`src/rtl/mctl_pkg.sv`:
```
package mctl_pkg;
  typedef enum logic {ST_IDLE, ST_ACT} mctl_state_e;

  typedef struct packed {
    logic       ce_n;
    logic       we_n;
    logic       oe_n;
    logic       ub_n;
    logic       lb_n;
    logic [1:0] dq_oe;
  } strobe_t;

  localparam strobe_t STROBE_IDLE = '{ce_n: 1'b1, we_n: 1'b1, oe_n: 1'b1,
                                      ub_n: 1'b1, lb_n: 1'b1, dq_oe: 2'b00};
endpackage

```
`src/rtl/mctl_lockout.sv`:
```
module mctl_lockout #(
  parameter int STARTUP_CYC = 500000
) (
  input  logic clk_i,
  input  logic rst_ni,
  input  logic pwr_good_i,
  output logic open_o
);
  localparam int CW = $clog2(STARTUP_CYC + 1);
  localparam logic [CW-1:0] LIM = CW'(STARTUP_CYC);

  logic [CW-1:0] cnt_q;

  always_ff @(posedge clk_i or negedge rst_ni) begin
    if (!rst_ni)          cnt_q <= '0;
    else if (!pwr_good_i) cnt_q <= '0;
    else if (cnt_q != LIM) cnt_q <= cnt_q + 1'b1;
  end

  assign open_o = pwr_good_i && (cnt_q == LIM);
endmodule

```
`src/rtl/mctl_lanes.sv`:
```
module mctl_lanes #(
  parameter int DW = 16
) (
  input  logic          en_i,
  input  logic          wr_i,
  input  logic [1:0]    be_i,
  input  logic [DW-1:0] raw_i,
  output logic          ub_no,
  output logic          lb_no,
  output logic [1:0]    dq_oe_o,
  output logic [DW-1:0] masked_o
);
  localparam int LW = DW / 2;
  logic [1:0] sel_n;

  for (genvar i = 0; i < 2; i++) begin : g_lane
    assign sel_n[i]            = !(en_i && be_i[i]);
    assign dq_oe_o[i]          = en_i && wr_i && be_i[i];
    assign masked_o[i*LW +: LW] = be_i[i] ? raw_i[i*LW +: LW] : '0;
  end

  assign ub_no = sel_n[1];
  assign lb_no = sel_n[0];
endmodule

```
`src/rtl/mctl_top.sv`:
```
module mctl_top
  import mctl_pkg::*;
#(
  parameter int CLK_PERIOD_PS = 4000,
  parameter int ACCESS_PS     = 35000,
  parameter int STARTUP_CYC   = 500000,
  parameter int AW            = 20,
  parameter int DW            = 16
) (
  input  logic          clk_i,
  input  logic          rst_ni,
  input  logic          pwr_good_i,
  input  logic          pwr_low_i,
  input  logic          req_valid_i,
  output logic          req_ready_o,
  input  logic          req_we_i,
  input  logic [AW-1:0] req_addr_i,
  input  logic [DW-1:0] req_wdata_i,
  input  logic [1:0]    req_be_i,
  output logic          rsp_valid_o,
  output logic          rsp_err_o,
  output logic [DW-1:0] rsp_rdata_o,
  output logic [AW-1:0] mem_addr_o,
  output logic          mem_ce_no,
  output logic          mem_we_no,
  output logic          mem_oe_no,
  output logic          mem_ub_no,
  output logic          mem_lb_no,
  output logic [DW-1:0] mem_dq_o,
  output logic [1:0]    mem_dq_oe_o,
  input  logic [DW-1:0] mem_dq_i
);
  localparam int ACC_RAW = (ACCESS_PS + CLK_PERIOD_PS - 1) / CLK_PERIOD_PS;
  localparam int ACC_CYC = (ACC_RAW < 3) ? 3 : ACC_RAW;
  localparam int CNT_W   = $clog2(ACC_CYC + 1);
  localparam logic [CNT_W-1:0] LAST = CNT_W'(ACC_CYC - 1);

  mctl_state_e   state_q, state_d;
  logic [CNT_W-1:0] cnt_q, cnt_d;
  logic          wr_q, load, fin, open;
  logic [1:0]    be_q;
  logic [AW-1:0] addr_q;
  logic [DW-1:0] wdata_q, rdata_q, rd_masked;
  logic          rsp_v_q, rsp_e_q, rsp_v_d, rsp_e_d;
  strobe_t       strb_q, strb_d;
  logic          act_wr, act_en;
  logic [1:0]    act_be;

  mctl_lockout #(.STARTUP_CYC(STARTUP_CYC)) u_lock (
    .clk_i, .rst_ni, .pwr_good_i, .open_o(open)
  );

  assign req_ready_o = open && (state_q == ST_IDLE);

  always_comb begin
    state_d = state_q;
    cnt_d   = cnt_q;
    load    = 1'b0;
    fin     = 1'b0;
    rsp_v_d = 1'b0;
    rsp_e_d = 1'b0;
    unique case (state_q)
      ST_IDLE: if (req_valid_i && req_ready_o) begin
        if (req_be_i == 2'b00) begin
          rsp_v_d = 1'b1;
        end else if (req_we_i && pwr_low_i) begin
          rsp_v_d = 1'b1;
          rsp_e_d = 1'b1;
        end else begin
          state_d = ST_ACT;
          cnt_d   = '0;
          load    = 1'b1;
        end
      end
      ST_ACT: begin
        if (!pwr_good_i || (wr_q && pwr_low_i)) begin
          state_d = ST_IDLE;
          rsp_v_d = 1'b1;
          rsp_e_d = 1'b1;
        end else if (cnt_q == LAST) begin
          state_d = ST_IDLE;
          rsp_v_d = 1'b1;
          fin     = !wr_q;
        end else begin
          cnt_d = cnt_q + 1'b1;
        end
      end
      default: state_d = ST_IDLE;
    endcase
  end

  assign act_wr = load ? req_we_i : wr_q;
  assign act_be = load ? req_be_i : be_q;
  assign act_en = (state_d == ST_ACT);

  mctl_lanes #(.DW(DW)) u_lanes (
    .en_i(act_en), .wr_i(act_wr), .be_i(act_be), .raw_i(mem_dq_i),
    .ub_no(strb_d.ub_n), .lb_no(strb_d.lb_n), .dq_oe_o(strb_d.dq_oe),
    .masked_o(rd_masked)
  );

  // write strobe sits one cycle inside the lane-drive window on each side
  assign strb_d.ce_n = !act_en;
  assign strb_d.oe_n = !(act_en && !act_wr);
  assign strb_d.we_n = !(act_en && act_wr && (cnt_d != '0) && (cnt_d != LAST));

  always_ff @(posedge clk_i or negedge rst_ni) begin
    if (!rst_ni) begin
      state_q <= ST_IDLE;
      cnt_q   <= '0;
      wr_q    <= 1'b0;
      be_q    <= '0;
      addr_q  <= '0;
      wdata_q <= '0;
      rdata_q <= '0;
      rsp_v_q <= 1'b0;
      rsp_e_q <= 1'b0;
      strb_q  <= STROBE_IDLE;
    end else begin
      state_q <= state_d;
      cnt_q   <= cnt_d;
      rsp_v_q <= rsp_v_d;
      rsp_e_q <= rsp_e_d;
      strb_q  <= strb_d;
      if (load) begin
        wr_q    <= req_we_i;
        be_q    <= req_be_i;
        addr_q  <= req_addr_i;
        wdata_q <= req_wdata_i;
      end
      if (fin)          rdata_q <= rd_masked;
      else if (rsp_v_d) rdata_q <= '0;
    end
  end

  assign rsp_valid_o = rsp_v_q;
  assign rsp_err_o   = rsp_e_q;
  assign rsp_rdata_o = rdata_q;
  assign mem_addr_o  = addr_q;
  assign mem_dq_o    = wdata_q;
  assign mem_ce_no   = strb_q.ce_n;
  assign mem_we_no   = strb_q.we_n;
  assign mem_oe_no   = strb_q.oe_n;
  assign mem_ub_no   = strb_q.ub_n;
  assign mem_lb_no   = strb_q.lb_n;
  assign mem_dq_oe_o = strb_q.dq_oe;
endmodule

```
`config.mk`:
```
export PLATFORM = sky130hd
export DESIGN_NAME = mctl_top
export DESIGN_NICKNAME = d
export VERILOG_FILES = /design/src/rtl/mctl_pkg.sv /design/src/rtl/mctl_lockout.sv /design/src/rtl/mctl_lanes.sv /design/src/rtl/mctl_top.sv
export SDC_FILE = /design/constraint.sdc
export NUM_CORES = 1
export LEC_CHECK = 0
export ABC_AREA = 1
export BUFFER_PORTS_ARGS = -buffer_cell sky130_fd_sc_hd__buf_4
export CAP_MARGIN = 0
export CORE_UTILIZATION = 44
export DETAILED_ROUTE_END_ITERATION = 8
export PLACE_DENSITY = 0.78
export RECOVER_POWER = 100
export SLEW_MARGIN = 10
export SYNTH_ARGS = -nofsm -noshare
export SYNTH_HDL_FRONTEND = slang
export SYNTH_SLANG_ARGS = --single-unit
```
`constraint.sdc`:
```
create_clock -name clk_i -period 3.9 [get_ports clk_i]
set_input_delay 0.195 -clock clk_i [delete_from_list [all_inputs] [get_ports clk_i]]
set_output_delay 0.195 -clock clk_i [all_outputs]
set_load 0.02 [all_outputs]
```
* After elaboration in Yosys (flattened, before gate mapping)
Index checks and enable logic that the tools add are counted.
Cells by class: $add $sub $neg 2, eq/ne operators 5, multiplexer cells 34, bitwise logic cells 1, reductions and logical operators 25
Operators by type and width (count):
- two-way mux 19 bit | 2
- two-way mux 16 bit | 2
- two-way mux 4 bit | 5
- adder 19 x 1 -> 19 bit, second input constant | 1
- equality test 19 bit, second input constant | 1
- inequality test 19 bit, second input constant | 1
- two-way mux 1 bit | 18
- two-way mux 8 bit | 2
- logical AND 1 bit | 13
- zero test 1 bit | 8
- one-hot mux 4 bit (2 select lines) | 1
- one-hot mux 1 bit (2 select lines) | 3
- adder 4 x 1 -> 4 bit, second input constant | 1
- equality test 4 bit, second input constant | 1
- inequality test 4 bit, second input constant | 1
- nonzero test 4 bit | 1
- zero test 2 bit | 1
- two-way mux 2 bit | 1
- inequality test 2 x 1 -> 1 bit, second input constant | 1
- nonzero test 2 bit | 1
- logical OR 1 bit | 1
- NOT 1 bit | 1
Storage, ports and cells: bits in registers 88, bits of input ports 60, output and inout bits 62, logic and storage cells 83

* Depth between registers and ports, before layout
word-level depth 11, mapped depth 14, gate-level depth less buffers 14

* Modules after synthesis
A second synthesis with hierarchy kept.
Unflattened totals: cells, all modules 453, area total of the unflattened synthesis 4330.4 um^2
By module, submodules not included:
- mctl_top | instances 1, cells an instance 234, area each 2939.1 um^2, seq. area each 1732.9 um^2
- mctl_lockout | instances 1, cells an instance 178, area each 1222.4 um^2, seq. area each 475.5 um^2
- mctl_lanes | instances 1, cells an instance 41, area each 168.9 um^2, seq. area each 0.0 um^2

* Worst setup path after synthesis
Ideal clock, no wire load.
path kind reg-to-reg, start reg u_lock.cnt_q[0], end reg addr_q[0], in the netlist mem_addr_o[0], setup time 0.117 ns, data arrival time 1.805 ns, slack 1.977 ns, stages on the path, launching flop included 13, clock period less this slack 1.923 ns, cells stage by stage dfrtp_1 inv_1 ha_1 inv_1 nor2_1 nand2_1 nor3_1 nand4_1 inv_1 nand3_1 clkbuf_1 nand2_1 nand2_1
Between the ends: longest elaborated chain between the ends 6
RTL lines:
- from (decl) | line mctl_lockout.sv:12 | logic [CW-1:0] cnt_q;
- from (signal assigned) | line mctl_lockout.sv:17 | else if (cnt_q != LIM) cnt_q <= cnt_q + 1'b1;
- equality test 19 bit | line mctl_lockout.sv:20 | assign open_o = pwr_good_i && (cnt_q == LIM);
- logical AND 1 bit | line mctl_lockout.sv:20
- logical AND 1 bit | line mctl_top.sv:53 | assign req_ready_o = open && (state_q == ST_IDLE);
- named net req_ready_o | line mctl_top.sv:15 | output logic req_ready_o,
- logical AND 1 bit | line mctl_top.sv:63 | ST_IDLE: if (req_valid_i && req_ready_o) begin
- two-way mux 1 bit | line mctl_top.sv:63
- two-way mux 1 bit | line mctl_top.sv:62 | unique case (state_q)
- to (signal assigned) | line mctl_top.sv:128 | addr_q <= req_addr_i;
- to (decl) | line mctl_top.sv:42 | logic [AW-1:0] addr_q;
The timed path passes the listed nets, and every way through them passes these cells. A chain may end at the register's enable or synchronous reset.

* Worst setup path after layout
start reg u_lock.cnt_q[0], end reg rdata_q[10], in the netlist rsp_rdata_o[10]
Between the ends: longest elaborated chain between the ends 9, elaborated cells between the ends (all ways) 12, classes of those cells eq/ne: 1; mux: 7; reduce/logical: 4
RTL lines:
- equality test 19 bit | line mctl_lockout.sv:20
- logical AND 1 bit | line mctl_lockout.sv:20
- logical AND 1 bit | line mctl_top.sv:53
- logical AND 1 bit | line mctl_top.sv:63
- two-way mux 1 bit | line mctl_top.sv:63
- two-way mux 1 bit | line mctl_top.sv:62
- two-way mux 2 bit
- named net act_be[1] | line mctl_top.sv:47 | logic [1:0] act_be;
- two-way mux 8 bit | line mctl_lanes.sv:19 | assign masked_o[i*LW +: LW] = be_i[i] ? raw_i[i*LW +: LW] : '0;
- two-way mux 16 bit | line mctl_top.sv:131 | if (fin) rdata_q <= rd_masked;
- to (signal assigned) | line mctl_top.sv:131
- to (decl) | line mctl_top.sv:43 | logic [DW-1:0] wdata_q, rdata_q, rd_masked;
The timed path passes the listed nets, and every way through them passes these cells.

==> results.txt <==
----------------------------------------------------
[CTS]
  Count of instances resized after the clock tree is built ... 0
  Total CTS buffers ... 9
  Post-CTS Setup Inserts ... 0
  Hold bufs inserted after CTS ... 1
  Buffers from clock root to sink, at most ... 2
  Number of levels in the clock H-tree ... 3
  Clock root buffer master ... clkbuf_8
  Skew-Pair Late Insertion Delay ... 0.36 ns
  Clock transition at the register clock pins on the worst setup and hold paths after CTS ... 0.10 ns
  Clock Sinks ... 88
  Clock tree from TritonCTS ... done

[Critical path]
  Cell depth of the worst flop-to-flop path ... 12
  Endpoint of the most critical register-to-register path ... rsp_rdata_o[10]
  Crit path capture type ... register
  CP Data Arrival Time ... roughly 3.1 ns
  Peak fanout along the critical path ... 21
  Crit-path cells ... inv_1, ha_1, nand3_1, nor2_1, nand3_1, nor2_1, nand3_4, nor2_4, nand2_1, nand2_1, nand3_1, nand2_1
  Buffering stage count on the worst path with inverters included ... 1
  Worst Setup Path Type ... register to register
  Family of cells with the greatest summed delay on the critical path ... simple AND/OR/NAND/NOR gates
  Crit path max-delay cell type ... nor2_4
  Origin of the worst setup path ... u_lock.cnt_q[0]
  Worst reg2reg startpoint ... u_lock.cnt_q[0]
  Startpoint type of the worst setup path ... register
  Path length in cells of the critical path ... 12
  Data required, critical path ... about 4.2 ns
  Maximum cell stage delay along the critical path ... about 0.54 ns
  Minimum setup slack among reg-to-reg paths ... 1.09 ns

[Synth]
  Post-synthesis cell count ... ~460
  Synthesis warning total ... 0
  Most numerous cell in the Yosys netlist ... nand2_1
  Top-area cell type share of the netlist area ... between 50% and 60%
  Number of synthesized register bits ... about 90
  Commonest cells in the synthesized netlist ... nand2_1, dfrtp_1, nand3_1, inv_1
  Number of enable flip-flop cells after synthesis ... 0
  Prevailing post-synth register cell ... dfrtp_1
  Summed instance area of the synthesized netlist ... between 4000 and 5000 sq um
  Post-synthesis average cell area ... around 8.9 sq um
  Cell type with the highest aggregate area in the netlist ... dfrtp_1
  Biggest area contributors in the synthesized netlist ... dfrtp_1, nand2_1, nand2_2, nand3_1, dfstp_2
  Syn_nets ... 520
  Netlist cell types ... 38
  Sequential-to-total area share from yosys stat ... between 50% and 60%
  Post-synthesis async set-or-reset flop share ... 100%

[STA]
  Setup TNS ... 0 ns
  Fin worst setup slack ... between 1 and 1.5 ns
  Post-route minimum period ... approximately 2.8 ns
  Period Utilization, post-route ... between 70% and 80%
  Clock skew after layout ... 0.0160 ns
  Number of setup violations in the final report ... 0
  Total count of max-transition violations in the final report ... 39
  Transition at the pin with the smallest max-transition slack ... 2.07 ns
  Worst hold slack ... ~0.027 ns
  Maximum achievable frequency ... 356 MHz
  Total count of hold-check failures in the final report ... 0
  Relative slew slack ... -38.0%
  Setup repair after global routing missed its margin ... no

[Die]
  Area of the die ... about 9700 sq um
  Initial Utilization ... approximately 46%
  Core ar. ... between 8000 and 9000 sq um
  Number of placement rows ... 34
  Die X ... ~98 um
  Die boundary height ... 98.3 um
  Number of ports placed on the die boundary ... roughly 120

[Placement]
  Placed cell count ... between 600 and 700
  Final weighted congestion in routability-driven placement ... 0.813
  Final HPWL DP ... 6770 um
  Post-Place Worst Slack ... about 1.4 ns
  Number of I/O port buffers ... around 120

[Detailed routing]
  DRT iter0 DRCs ... ~170
  Number of remaining DRC errors ... 8
  Met2 WL ... roughly 4400 um
  Remaining antenna violation count after routing ... 0
  Routed length per instance ... 13.6 um
  Number of iterations in the first detailed-routing pass ... 7
  Uppermost layer routed ... met4
  Wire length on met3 ... 625 um
  Wire length on met1 ... approximately 4200 um
  Final WL ... between 9000 and 10,000 um
  Vias post-DR ... ~3.5k
  Vias per std cell ... roughly 5

[Finish]
  Post-route insts no fill ... 693
  Layout cells sized above 1 ... around 20%
  Count of filler cells inserted in the layout ... 859
  Syn-to-layout area delta ... 20.2%
  Combined area of the multi-input logic cells ... approximately 1500 sq um
  Seq. cell area ... 2210 sq um
  Nets ... 644
  Final antenna diode count ... 0

[Job]
  Max capacitance violation total ... 1

[Pwr]
  Total power density per cell area ... 339 nW/um^2
  Total leakage power ... between 2 and 3 nW
  Highest ir drop seen on vdd ... between 0.1 and 0.15 mV
  Total power after layout ... 1.66 mW

[Global routing]
  Maximum number of pins on one net before global-route repair ... 52
  Number of global-route vias before repair ... 3,404
  Overflow left after global routing ... 0
  Global-route wire length before repair ... 15,600 um
  Overall routing resource usage ... 20.2%
  Antenna violations before repair ... 0

[Hold path]
  Beginning of the worst hold path ... req_addr_i[5]
  Worst Hold Class ... input port to register
  Worst hold path depth ... 3
  Hold-critical path endpoint ... mem_addr_o[5]

[Run status]
  Run status ... finished, violations left
  Violations in the final reports ... design-rule violations, max-capacitance violations, max-slew violations

----------------------------------------------------
==> per-layer routing <==
layer / global-route usage (%) / vias up
met5: 0 / -
met4: 7.58 / 0
met3: 5.37 / 16
met2: 32.6 / 123
met1: 26.2 / 1631
li1: - / 1694
==> registers in the layout, indices dropped and copies added (netlist names) <==
name          cells
rsp_err_o         1
mem_oe_no         1
mem_ce_no         1
cnt_q             4
u_lock.cnt_q     19
mem_we_no         1
wr_q              1
mem_dq_o         16
mem_lb_no         1
rsp_valid_o       1
mem_dq_oe_o       2
mem_ub_no         1
state_q           1
mem_addr_o       20
rsp_rdata_o      16
be_q              2
==> report_power, final <==
group          internal (mW)  switching (mW)  leakage (nW)
Clock                  0.301           0.334        0.0973
Sequential             0.919         0.00484          1.19
Combinational         0.0487          0.0545          1.25
==> stage by stage <==
stage / util [%] / area (sq um)
2_1_floorplan: - / 4080
3_3_place_gp: 56.9 / 5030
3_5_place_dp: 56.9 / 5030
4_1_cts: 59.2 / 5240
5_1_grt: 55.4 / 4910
6_report: 55.4 / 4910
==> cell type report <==
cell class                 instances  area share, %
clock buffer                      10           2.60
sequential                        88           45.0
tap                              108           2.75
timing repair buffer             125           14.4
inverter                          44           3.37
clock inverter                     6           1.40
multi-input combinational        312           30.5
==> worst register-to-register path: stages, from the launching register on <==
cell and delay (ns):
dfrtp_1 0.40, inv_1 0.11, ha_1 0.17, nand3_1 0.08
nor2_1 0.11, nand3_1 0.16, nor2_1 0.33, nand3_4 0.14
nor2_4 0.54, nand2_1 0.13, nand2_1 0.35, nand3_1 0.14
nand2_1 0.09
==> how the worst max path moves through the flow <==
stage	end	slack (ns)
global route	mem_dq_o[4]	0.58
CTS	mem_dq_o[4]	1.34
floorplan	mem_addr_o[0]	1.98
finish	rsp_rdata_o[10]	1.09
global placement	rsp_rdata_o[9]	1.47
detailed placement	rsp_rdata_o[11]	1.36
==> placed cells by master, fill, tap and decap left out, types with 3 or more instances in the layout <==
cell and n:
inv_2 9, clkbuf_1 64, nor2_1 35, nor2_2 4, nand2_2 15, o21ai_0 20, buf_4 61, ha_1 4
dfrtp_1 83, a21oi_1 13, nand3_1 40, dfstp_2 5, nand4_1 6, nor3_1 10, clkbuf_8 9, inv_1 35
nand2_1 146, o21a_1 3
==> kinds of logic after synthesis <==
group,count (synthesis),synth area share (%)
buffers and inverters,56,6.84
XOR/XNOR,3,0.644
AND/OR/NAND/NOR,264,31.0
AO/OA/AOI/OAI,41,6.16
adder cells (fa/ha/maj),4,1.23
flip-flops,88,54.1
No activity file was read; power rests on OpenSTA's default activity.
